### src/rtl/dps_pkg.sv
package dps_pkg;
    // Width of decimation factor inputs; factors 1..32 fit with headroom.
    parameter int FAC_W  = 6;
    // Stage order along the chain; the last stage follows the FIR pad.
    parameter int NSTAGE = 3;

    typedef enum logic [1:0] {
        STG_CIC_A = 2'd0,
        STG_CIC_B = 2'd1,
        STG_FIR   = 2'd2
    } stage_e;

    typedef enum logic {
        ROLE_SLAVE  = 1'b0,
        ROLE_MASTER = 1'b1
    } sync_role_e;

    typedef struct packed {
        logic cic;
        logic fir;
    } pulse_pair_t;

    function automatic sync_role_e role_of(input logic mode_bit);
        return mode_bit ? ROLE_MASTER : ROLE_SLAVE;
    endfunction
endpackage

### src/rtl/dps_stage.sv
module dps_stage #(
    parameter int W = dps_pkg::FAC_W
) (
    input  logic         clk,
    input  logic         rst,
    input  logic [W-1:0] fac_i,
    input  logic         sync_i,
    input  logic         adv_i,
    output logic         fire_o,
    output logic         next_last_o
);
    localparam logic [W-1:0] ONE = W'(1);

    logic [W-1:0] cnt_q, fac_q;
    logic [W-1:0] last, eff, nxt, nxt_c, fac_nxt;

    // A pulse marks the current cycle as the final position of the period.
    assign last    = fac_q - ONE;
    assign eff     = sync_i ? last : cnt_q;
    assign fire_o  = adv_i && (eff == last);
    assign fac_nxt = (rst || sync_i) ? fac_i : fac_q;

    always_comb begin
        if (!adv_i)
            nxt = sync_i ? (fac_i - ONE) : cnt_q;
        else if (eff == last)
            nxt = '0;
        else
            nxt = eff + ONE;
    end

    assign nxt_c       = rst ? '0 : nxt;
    assign next_last_o = (nxt_c == (fac_nxt - ONE));

    always_ff @(posedge clk) begin
        if (rst) begin
            cnt_q <= '0;
            fac_q <= fac_i;
        end else begin
            cnt_q <= nxt;
            fac_q <= fac_nxt;
        end
    end

    // the phase never leaves its period
    a_r8_cnt_in_range: assert property (@(posedge clk) disable iff (rst)
        cnt_q < fac_q);
    // an accepted pulse on a sample restarts the stage at phase 0
    a_r7_sync_restart: assert property (@(posedge clk) disable iff (rst)
        (sync_i && adv_i) |=> (cnt_q == '0));
    // a pulse without a sample parks the stage on its final position
    a_r10_sync_park: assert property (@(posedge clk) disable iff (rst)
        (sync_i && !adv_i) |=> (cnt_q == fac_q - ONE));
    // the active factor moves only on a pulse
    a_r11_fac_hold: assert property (@(posedge clk) disable iff (rst)
        !sync_i |=> $stable(fac_q));
endmodule

### src/rtl/dps_pad_drv.sv
module dps_pad_drv
    import dps_pkg::*;
#(
    parameter int NS = dps_pkg::NSTAGE
) (
    input  logic          clk,
    input  logic          rst,
    input  logic          mode_i,
    input  logic [NS-1:0] next_last_i,
    output logic          pad_cic_o,
    output logic          pad_fir_o,
    output logic          pad_oe_o
);
    pulse_pair_t pend, pulse_q;

    // Look one cycle ahead so the registered pulse lines up with the final sample.
    assign pend.cic = &next_last_i[NS-2:0];
    assign pend.fir = &next_last_i;

    always_ff @(posedge clk) begin
        pulse_q <= pend;
    end

    assign pad_cic_o = pulse_q.cic;
    assign pad_fir_o = pulse_q.fir;
    assign pad_oe_o  = (role_of(mode_i) == ROLE_MASTER);

    // the FIR pulse only rides on an integrator-comb pulse
    a_r5_fir_on_cic: assert property (@(posedge clk) disable iff (rst)
        pad_fir_o |-> pad_cic_o);
endmodule

### src/rtl/dec_phase_sync.sv
module dec_phase_sync
    import dps_pkg::*;
#(
    parameter int FW = dps_pkg::FAC_W
) (
    input  logic          clk,
    input  logic          rst,
    input  logic          master_i,
    input  logic [FW-1:0] dec_cic_a_i,
    input  logic [FW-1:0] dec_cic_b_i,
    input  logic [FW-1:0] dec_fir_i,
    input  logic          sample_valid_i,
    input  logic          pad_cic_i,
    input  logic          pad_fir_i,
    output logic          pad_cic_o,
    output logic          pad_fir_o,
    output logic          pad_oe_o,
    output logic          cic_a_en_o,
    output logic          cic_b_en_o,
    output logic          fir_en_o
);
    localparam int NS = NSTAGE;

    logic [FW-1:0] fac [NS];
    logic [NS-1:0] adv, fire, nlast, sync_v;

    assign fac[STG_CIC_A] = dec_cic_a_i;
    assign fac[STG_CIC_B] = dec_cic_b_i;
    assign fac[STG_FIR]   = dec_fir_i;

    genvar i;
    generate
        for (i = 0; i < NS; i++) begin : g_stage
            if (i == 0) begin : g_head
                assign adv[i] = sample_valid_i && !rst;
            end else begin : g_link
                assign adv[i] = fire[i-1];
            end
            if (i == NS - 1) begin : g_fir_sync
                assign sync_v[i] = pad_fir_i;
            end else begin : g_cic_sync
                assign sync_v[i] = pad_cic_i;
            end
            dps_stage #(.W(FW)) u_stg (
                .clk         (clk),
                .rst         (rst),
                .fac_i       (fac[i]),
                .sync_i      (sync_v[i]),
                .adv_i       (adv[i]),
                .fire_o      (fire[i]),
                .next_last_o (nlast[i])
            );
        end
    endgenerate

    assign cic_a_en_o = fire[STG_CIC_A];
    assign cic_b_en_o = fire[STG_CIC_B];
    assign fir_en_o   = fire[STG_FIR];

    dps_pad_drv #(.NS(NS)) u_pad (
        .clk         (clk),
        .rst         (rst),
        .mode_i      (master_i),
        .next_last_i (nlast),
        .pad_cic_o   (pad_cic_o),
        .pad_fir_o   (pad_fir_o),
        .pad_oe_o    (pad_oe_o)
    );

    // enables stay quiet in reset
    a_r1_reset_quiet: assert property (@(posedge clk)
        rst |-> !(cic_a_en_o || cic_b_en_o || fir_en_o));
    // second integrator-comb enable implies the first
    a_r3_b_needs_a: assert property (@(posedge clk) disable iff (rst)
        cic_b_en_o |-> cic_a_en_o);
    // FIR enable implies the second integrator-comb enable
    a_r4_fir_needs_b: assert property (@(posedge clk) disable iff (rst)
        fir_en_o |-> cic_b_en_o);
    // no enable without a sample
    a_r9_en_needs_valid: assert property (@(posedge clk) disable iff (rst)
        cic_a_en_o |-> sample_valid_i);
endmodule

### config.mk
export PLATFORM = sky130hd
export DESIGN_NAME = dec_phase_sync
export DESIGN_NICKNAME = d
export VERILOG_FILES = /design/src/rtl/dps_pkg.sv /design/src/rtl/dps_stage.sv /design/src/rtl/dps_pad_drv.sv /design/src/rtl/dec_phase_sync.sv
export SDC_FILE = /design/constraint.sdc
export NUM_CORES = 1
export LEC_CHECK = 0
export CORE_ASPECT_RATIO = 1.1
export CORE_MARGIN = 1.5
export CORE_UTILIZATION = 32
export CTS_CLUSTER_DIAMETER = 150
export DETAILED_ROUTE_END_ITERATION = 7
export SYNTH_ARGS = -nofsm -noshare
export SYNTH_HDL_FRONTEND = slang
export SYNTH_SLANG_ARGS = --single-unit
### constraint.sdc
create_clock -name clk -period 8.86 [get_ports clk]
set_input_delay 1.772 -clock clk [delete_from_list [all_inputs] [get_ports clk]]
set_output_delay 1.772 -clock clk [all_outputs]
set_load 0.005 [all_outputs]
==> run_results.csv, run 1 <==
group,metric,value,unit
outcome,status,"completed",
clocking,numCtsBuffers,5,
place,dp_hpwl,7920,um
synthesis,synth-simple-area-share,20.9,%
drt,wl_per_cell,16.1,um
final_layout,fillers,1259,
worst_setup_path,critPathLaunchType,"input port",
global_routing,grt_pass1_wl,17100,um
worst_setup_path,path_class,"in2out",
synthesis,synth_top_area_share,19.8,%
synthesis,synth_cells,475,
final_layout,area_growth,12.0,%
synthesis,syn-num-nets,511,
floorplan,die_w,107,um
synthesis,avgSynthCellArea,8.08,sq um
synthesis,synth_enable_flop_cells,0,
synthesis,async_flop_share,0,%
floorplan,core,0.0116,sq mm
timing,tns,0,ns
synthesis,yosysWarnings,0,
drt,first_pass_iters,5,
synthesis,yosys.cell_types.count,76,
clocking,cts_root_buffer,"clkbuf_16",
worst_setup_path,cp-end-kind,"primary output",
synthesis,synth-seq-area-share,19.8,%
place,dp_cells,630,
drt,detail-route-antenna-nets,0,
synthesis,synthXorXnorAreaFrac,16.8,%
final_layout,drive_above_1_share,9.02,%
floorplan,rows,41,
global_routing,antenna_found_initial,0,
global_routing,gr-total-overflow,0,
clocking,cts_resized,0,
final_layout,stdcell_count,638,
drt,drc_errors,0,
final_layout,final-seq-area,761,sq um
synthesis,synth_area_leaders,"dfxtp_1, xnor2_1, mux2i_1",
timing,setup_viol,0,
power,vdd_drop_max,63.9,uV
timing,slew_headroom,44.4,%
synthesis,synth-compound-area-share,22.7,%
final_layout,multi_input_area,0.00273,sq mm
synthesis,yosys-mux-area-fraction,6.81,%
place,port_buffers,27,
worst_setup_path,crit_required,7.09,ns
global_routing,grt_start_max_net_pins,52,
power,leakagePower,1.66,nW
timing,clock_skew,0.0101,ns
synthesis,synthFlopType,"dfxtp_1",
timing,max_freq,160,MHz
drt,drt-initial-drc-count,308,
power,power_density,155,mW/mm^2
drt,wl,10300,um
timing,post-route-min-period,6.25,ns
clocking,h-tree-depth,2,
place,gp_congestion,0.911,
floorplan,fp.dieH,118,um
synthesis,synth_top_family_by_area,"compound AO/OA/AOI/OAI gates",
worst_setup_path,worstPathMaxFanout,17,
flow_run,maxCapViolCount,0,
clocking,clk_latency,0.29,ns
final_layout,num-nets-final,523,
clocking,post_cts_buffers,0,
synthesis,yosys-top-cells-count,"xnor2_1, nor2_1, dfxtp_1",
synthesis,synthAdderAreaFrac,3.91,%
drt,viasPerCell,5.51,
floorplan,ios,30,
clocking,cts_hold_buffers,0,
timing,hold_viol,0,
global_routing,grt_pass1_vias,3491,
clocking,clock-sinks,38,
drt,vias,3518,
hold_path,hp-class,"reg2reg",
synthesis,yosysTopAreaCell,"dfxtp_1",
timing,slew_viol_final,0,
clocking,cts_max_path_buffers,2,
floorplan,initial_core_util,33.1,%
floorplan,fp.dieArea,0.0127,sq mm
clocking,cts.reportedPaths.clkPinSlew,0.06,ns
global_routing,track_usage,16.8,%
synthesis,yosysMostFrequentCell,"xnor2_1",
synthesis,ys_seq_elements,38,
worst_setup_path,worst_ep_arrival_time,4.48,ns
timing,worst_pin_slew,0.831,ns
final_layout,num_antenna_cells,0,
synthesis,syn-cell-area,0.00384,sq mm
clocking,cts_tree,"done",
timing,period_share,70.6,%
timing,rsz0062_at_grt,"no",
-- flip-flops by register name, indices dropped and copies added (netlist names) --
name,count
u_pad.pad_cic_o,1
u_pad.pad_fir_o,1
g_stage.u_stg.cnt_q,18
g_stage.u_stg.fac_q,18
-- cell families after synthesis --
family,count (synthesis)
flip-flops,38
adder cells (fa/ha/maj),12
AO/OA/AOI/OAI,119
multiplexers,25
XOR/XNOR,68
AND/OR/NAND/NOR,151
buffers and inverters,62
-- report_power, final --
group	total, mW	internal [mW]	switching, mW
logic	0.213	0.0969	0.117
clock network	0.245	0.162	0.0826
registers	0.207	0.185	0.0217
total	0.665	0.444	0.221
-- per-layer routing --
layer	GRT usage, %	part of all wire [%]	up-vias
met5	0	0	-
met4	6.41	2.6	0
met3	2.55	3.7	23
met2	27.3	48	86
met1	22.3	46	1666
li1	-	-	1743
-- worst max-delay path, cell delays in order --
cell and delay (ns):
clkdlybuf4s50_1 0.86, inv_1 0.24, nor2_1 0.36, o2111a_1 0.32, a21oi_2 0.16, inv_2 0.21
clkdlybuf4s50_1 0.56
-- cell type report --
cell class	instances	share of cell area, %
clock inverters	3	1.60
clock buffers	5	2.91
well taps	150	4.37
inverters	38	3.32
repair buffers	29	6.64
multi-input cells	375	63.5
flip-flops and latches	38	17.7
-- cell usage in the layout, fill, tap and decap left out, types with 3 or more instances in the layout --
cell	count
a211oi_1	7
a21o_1	6
a21oi_1	30
a31o_2	5
a31oi_1	6
and3_1	3
clkbuf_16	5
clkdlybuf4s50_1	27
dfxtp_1	38
ha_1	12
inv_1	35
mux2_2	5
mux2i_1	19
nand2_1	25
nand2b_1	4
nand3_1	16
nand3b_1	3
nand4_1	3
nor2_1	43
nor3_1	14
nor3b_1	4
nor4_1	10
o211ai_1	4
o21a_1	5
o21ai_0	15
o221a_2	3
o22ai_1	4
o31ai_1	5
or3_1	4
or4_1	3
xnor2_1	46
xor2_1	19
-- stage by stage --
step / power (mW) / hold WS (ns) / utilization [%] / worst slack [ns] / cell area, sq um
5_1_grt: 0.700 / 0.569 / 37.1 / 2.44 / 4300
3_3_place_gp: 0.420 / 0.517 / 35.4 / 2.76 / 4110
6_report: 0.665 / 0.548 / 37.1 / 2.61 / 4300
2_1_floorplan: 0.376 / 0.506 / - / 3.92 / 3840
3_5_place_dp: 0.422 / 0.527 / 35.4 / 2.67 / 4110
4_1_cts: 0.669 / 0.550 / 37.1 / 2.65 / 4300
-- path summary, 6_finish.rpt --
kind	from	endpoint	slack, ns	cells after the start
worst min-delay path	g_stage[2].u_stg.fac_q[5]$_DFF_P_	g_stage[2].u_stg.fac_q[5]$_DFF_P_	0.55	1
worst min register to register	g_stage[2].u_stg.fac_q[5]$_DFF_P_	g_stage[2].u_stg.fac_q[5]$_DFF_P_	0.55	1
worst max register to register	g_stage[0].u_stg.fac_q[0]$_DFF_P_	u_pad.pad_fir_o$_DFF_P_	5.21	11
worst max-delay path	sample_valid_i	cic_a_en_o	2.61	7
Power figures use the tool's default switching activity.
==> inputs of run 2 (changes only) <==
==> constraint.sdc (replaced) <==
create_clock -name clk -period 6.05 [get_ports clk]
set_input_delay 1.21 -clock clk [delete_from_list [all_inputs] [get_ports clk]]
set_output_delay 1.21 -clock clk [all_outputs]
set_load 0.005 [all_outputs]
==> run_results.csv, run 2 (synthesis gave the netlist of run 1 again) <==
group,metric,value,unit
floorplan,fp.dieArea,0.0127,sq mm
final_layout,final_common_cell,"xnor2_1",
drt,drc_errors,0,
place,port_buffers,27,
worst_setup_path,r2r_slack,2.40,ns
clocking,clock-sinks,38,
worst_setup_path,worstReg2RegStart,"g_stage[0].u_stg.fac_q[0]$_DFF_P_",
floorplan,fp.dieH,118,um
timing,post-route-min-period,4.87,ns
timing,max_freq,205,MHz
clocking,post_cts_buffers,0,
final_layout,multi_input_area,0.00273,sq mm
final_layout,fillers,1227,
drt,detail-route-antenna-nets,0,
hold_path,whs_path_depth,1,
final_layout,top_regs,"g_stage.u_stg.cnt_q: 18 flops, g_stage.u_stg.fac_q: 18 flops",
final_layout,area_growth,12.2,%
clocking,cts_hold_buffers,0,
power,leakagePower,1.66,nW
clocking,h-tree-depth,2,
flow_run,maxCapViolCount,0,
worst_setup_path,worst_ep_arrival_time,3.66,ns
timing,rsz0062_at_grt,"no",
timing,clock_skew,0.00939,ns
drt,wl,10400,um
worst_setup_path,rr_endpoint,"u_pad.pad_fir_o$_DFF_P_",
drt,wl_per_cell,16.2,um
power,vdd_drop_max,96.2,uV
worst_setup_path,worstPathMaxFanout,17,
clocking,numCtsBuffers,5,
drt,viasPerCell,5.57,
clocking,cts.reportedPaths.clkPinSlew,0.06,ns
timing,tns,0,ns
timing,hold_viol,0,
worst_setup_path,crit_required,4.84,ns
clocking,cts_max_path_buffers,2,
floorplan,ios,30,
global_routing,gr-total-overflow,0,
hold_path,whs_endpoint,"g_stage[2].u_stg.fac_q[5]$_DFF_P_",
final_layout,num-nets-final,527,
power,power_density,215,mW/mm^2
global_routing,grt_pass1_vias,3519,
floorplan,initial_core_util,33.1,%
global_routing,track_usage,16.9,%
outcome,status,"completed",
timing,setup_viol,0,
worst_setup_path,crit_path_start,"sample_valid_i",
hold_path,worstHoldStart,"g_stage[2].u_stg.fac_q[5]$_DFF_P_",
drt,drt-initial-drc-count,294,
clocking,cts_tree,"done",
global_routing,grt_pass1_wl,17200,um
timing,period_share,80.5,%
final_layout,drive_above_1_share,9.76,%
global_routing,antenna_found_initial,0,
final_layout,final-seq-area,761,sq um
final_layout,final_cell_mix,"xnor2_1, nor2_1, dfxtp_1",
drt,first_pass_iters,5,
floorplan,core,0.0116,sq mm
place,gp_congestion,0.906,
floorplan,rows,41,
worst_setup_path,rr_worst_depth,11,
final_layout,num_antenna_cells,0,
timing,slew_headroom,50.5,%
global_routing,grt_start_max_net_pins,28,
worst_setup_path,cp-end-kind,"primary output",
place,dp_hpwl,8180,um
timing,worst_pin_slew,0.724,ns
drt,vias,3579,
clocking,cts_resized,0,
clocking,clk_latency,0.29,ns
final_layout,finalCoreUtilization,37.1,%
worst_setup_path,critPathLaunchType,"input port",
clocking,cts_root_buffer,"clkbuf_16",
timing,slew_viol_final,0,
worst_setup_path,path_class,"in2out",
floorplan,die_w,107,um
hold_path,hp-class,"reg2reg",
==> run 2: metal layers <==
metal / wire length [um] / GRT usage, %
met1: 4560 / 21.1
met2: 5100 / 28.8
met3: 530 / 2.60
met5: 0 / 0
met4: 228 / 6.33
==> run 2: where the power goes <==
group	internal, mW	switching, mW	total (mW)
logic	0.143	0.171	0.314
registers	0.271	0.0314	0.303
clock network	0.195	0.116	0.311
total	0.609	0.319	0.928
==> run 2: final cells by class <==
cell class | instances | area share [%]
clock inverter | 3 | 1.05
clock buffer | 5 | 2.91
inverter | 38 | 3.31
multi-input combinational | 375 | 63.4
tap | 150 | 4.36
sequential | 38 | 17.7
timing repair buffer | 33 | 7.32
==> run 2: worst max-delay path by stage <==
stage	end	slack, ns	cells after the start
after floorplan	u_pad.pad_fir_o$_DFF_P_	1.68	15
after global placement	u_pad.pad_fir_o$_DFF_P_	1.21	12
after detailed placement	u_pad.pad_fir_o$_DFF_P_	1.14	12
after CTS	cic_a_en_o	1.18	8
after global routing	cic_a_en_o	0.96	8
final	cic_a_en_o	1.18	8
==> run 2: stage by stage <==
step	hold WS (ns)	setup WS, ns	instances	instance area (sq um)	total power, mW
6_report	0.548	1.18	642	4310	0.928
2_1_floorplan	0.506	1.68	475	3840	0.551
4_1_cts	0.554	1.18	642	4310	0.932
5_1_grt	0.584	0.956	642	4310	0.979
3_5_place_dp	0.535	1.14	634	4140	0.619
3_3_place_gp	0.517	1.21	634	4140	0.616
==> run 2: critical path, cell delays in order <==
cell	delay [ns]
clkdlybuf4s50_1	0.46
buf_4	0.22
inv_1	0.15
nor2_1	0.34
o2111a_1	0.33
a21oi_2	0.17
inv_2	0.22
clkdlybuf4s50_1	0.56
==> inputs of run 3 (changes only) <==
==> constraint.sdc (replaced) <==
create_clock -name clk -period 5 [get_ports clk]
set_input_delay 1 -clock clk [delete_from_list [all_inputs] [get_ports clk]]
set_output_delay 1 -clock clk [all_outputs]
set_load 0.005 [all_outputs]
==> run_results.csv, run 3 (synthesis gave the netlist of run 1 again) <==
group,metric,value,unit
drt,vias,3565,
timing,slew_headroom,50.0,%
timing,clock_skew,0.00652,ns
floorplan,die_w,107,um
place,port_buffers,27,
timing,rsz0062_at_grt,"no",
worst_setup_path,critPathLaunchType,"input port",
drt,detail-route-antenna-nets,0,
drt,viasPerCell,5.52,
floorplan,initial_core_util,33.1,%
worst_setup_path,worst_ep_arrival_time,3.39,ns
flow_run,maxCapViolCount,0,
worst_setup_path,crit_family,"buffers and inverters",
timing,max_freq,228,MHz
clocking,numCtsBuffers,5,
global_routing,antenna_found_initial,0,
clocking,cts_hold_buffers,0,
clocking,cts_resized,0,
final_layout,num_antenna_cells,0,
hold_path,worstHoldStart,"g_stage[2].u_stg.fac_q[5]$_DFF_P_",
timing,worst_pin_slew,0.748,ns
worst_setup_path,path_cells,"clkdlybuf4s50_1 -> inv_1 -> nor2_1 -> o2111a_1 -> a21oi_2 -> buf_4 -> inv_2 -> clkdlybuf4s50_1",
final_layout,final_cell_mix,"xnor2_1, nor2_1, dfxtp_1",
timing,slew_viol_final,0,
worst_setup_path,cp_slowest_stage_delay,0.55,ns
timing,hold_viol,0,
global_routing,grt_pass1_wl,17700,um
clocking,h-tree-depth,2,
timing,tns,0,ns
final_layout,drive_above_1_share,10.3,%
hold_path,whs_path_depth,1,
power,power_density,259,mW/mm^2
drt,first_pass_iters,5,
worst_setup_path,cp-end-kind,"primary output",
worst_setup_path,rr_worst_depth,11,
hold_path,hp-class,"reg2reg",
power,power,1.12,mW
worst_setup_path,cpMostUsedCell,"clkdlybuf4s50_1",
final_layout,fillers,1222,
final_layout,final_common_cell,"xnor2_1",
power,leakagePower,1.68,nW
worst_setup_path,worstPathMaxFanout,10,
worst_setup_path,path_class,"in2out",
outcome,status,"completed",
clocking,clk_latency,0.28,ns
drt,wl_per_cell,16.5,um
clocking,post_cts_buffers,0,
floorplan,fp.dieArea,0.0127,sq mm
global_routing,grt_start_max_net_pins,27,
timing,setup_viol,0,
clocking,cts_root_buffer,"clkbuf_16",
final_layout,num-nets-final,531,
worst_setup_path,cp_slowest_cell,"clkdlybuf4s50_1",
clocking,cts.reportedPaths.clkPinSlew,0.06,ns
worst_setup_path,crit_buf_inv,5,
power,vdd_drop_max,107,uV
floorplan,rows,41,
worst_setup_path,rr_endpoint,"u_pad.pad_fir_o$_DFF_P_",
floorplan,fp.dieH,118,um
worst_setup_path,worstReg2RegStart,"g_stage[0].u_stg.fac_q[0]$_DFF_P_",
clocking,cts_max_path_buffers,2,
global_routing,grt_pass1_vias,3649,
worst_setup_path,crit_required,4.00,ns
drt,wl,10700,um
floorplan,core,0.0116,sq mm
drt,drc_errors,0,
global_routing,gr-total-overflow,0,
final_layout,top_regs,"g_stage.u_stg.cnt_q: 18 flops, g_stage.u_stg.fac_q: 18 flops",
clocking,clock-sinks,38,
floorplan,ios,30,
hold_path,whs_endpoint,"g_stage[2].u_stg.fac_q[5]$_DFF_P_",
drt,drt-initial-drc-count,285,
timing,post-route-min-period,4.39,ns
worst_setup_path,r2r_slack,1.35,ns
place,gp_congestion,0.872,
place,dp_hpwl,8260,um
clocking,cts_tree,"done",
timing,period_share,87.8,%
final_layout,area_growth,12.9,%
global_routing,track_usage,17.3,%
run 3: cell types whose count changed in the layout (fill, tap and decap cells not counted), sizes merged:
cell      before  now
buf            6   10
clkinvlp       2    1
clkbuf         5    6
run 3: per-layer routing:
metal | vias to the layer above | routed length [um] | global-route usage (%)
li1 | 1761 | - | -
met1 | 1673 | 4910 | 22.3
met2 | 106 | 4990 | 28.5
met3 | 25 | 443 | 2.27
met4 | 0 | 333 | 7.73
met5 | - | 0 | 0
run 3: worst max-delay path by stage:
stage,startpoint,endpoint,slack (ns),cells past startpoint
2_1_floorplan,pad_cic_i,u_pad.pad_fir_o$_DFF_P_,0.84,15
3_3_place_gp,sample_valid_i,cic_a_en_o,0.63,8
3_5_place_dp,sample_valid_i,cic_a_en_o,0.61,8
4_1_cts,sample_valid_i,cic_a_en_o,0.59,8
5_1_grt,sample_valid_i,cic_a_en_o,0.47,8
6_report,sample_valid_i,cic_a_en_o,0.61,8
run 3: power breakdown:
part           total (mW)  switching [mW]  internal (mW)
Clock               0.370           0.134          0.236
Combinational       0.386           0.211          0.175
Sequential          0.367          0.0384          0.328
Total                1.12           0.383          0.739
run 3: area by class of cell:
| class | count | area (sq um) | area share (%) |
|---|---|---|---|
| Timing Repair Buffer | 37 | 345 | 7.97 |
| Tap cell | 150 | 188 | 4.33 |
| Sequential cell | 38 | 761 | 17.6 |
| Clock inverter | 2 | 37.5 | 0.867 |
| Multi-Input combinational cell | 375 | 2730 | 63.0 |
| Clock buffer | 6 | 129 | 2.98 |
| Inverter | 38 | 143 | 3.29 |
run 3: stage by stage:
stage / instance area (sq um) / utilization, % / cells / hold slack, ns / setup WS, ns
after detailed placement: 4170 / 35.9 / 638 / 0.535 / 0.612
final: 4330 / 37.4 / 646 / 0.546 / 0.608
after global routing: 4330 / 37.4 / 646 / 0.567 / 0.470
after CTS: 4330 / 37.4 / 646 / 0.549 / 0.591
after floorplan: 3840 / - / 475 / 0.506 / 0.836
after global placement: 4170 / 35.9 / 638 / 0.516 / 0.633
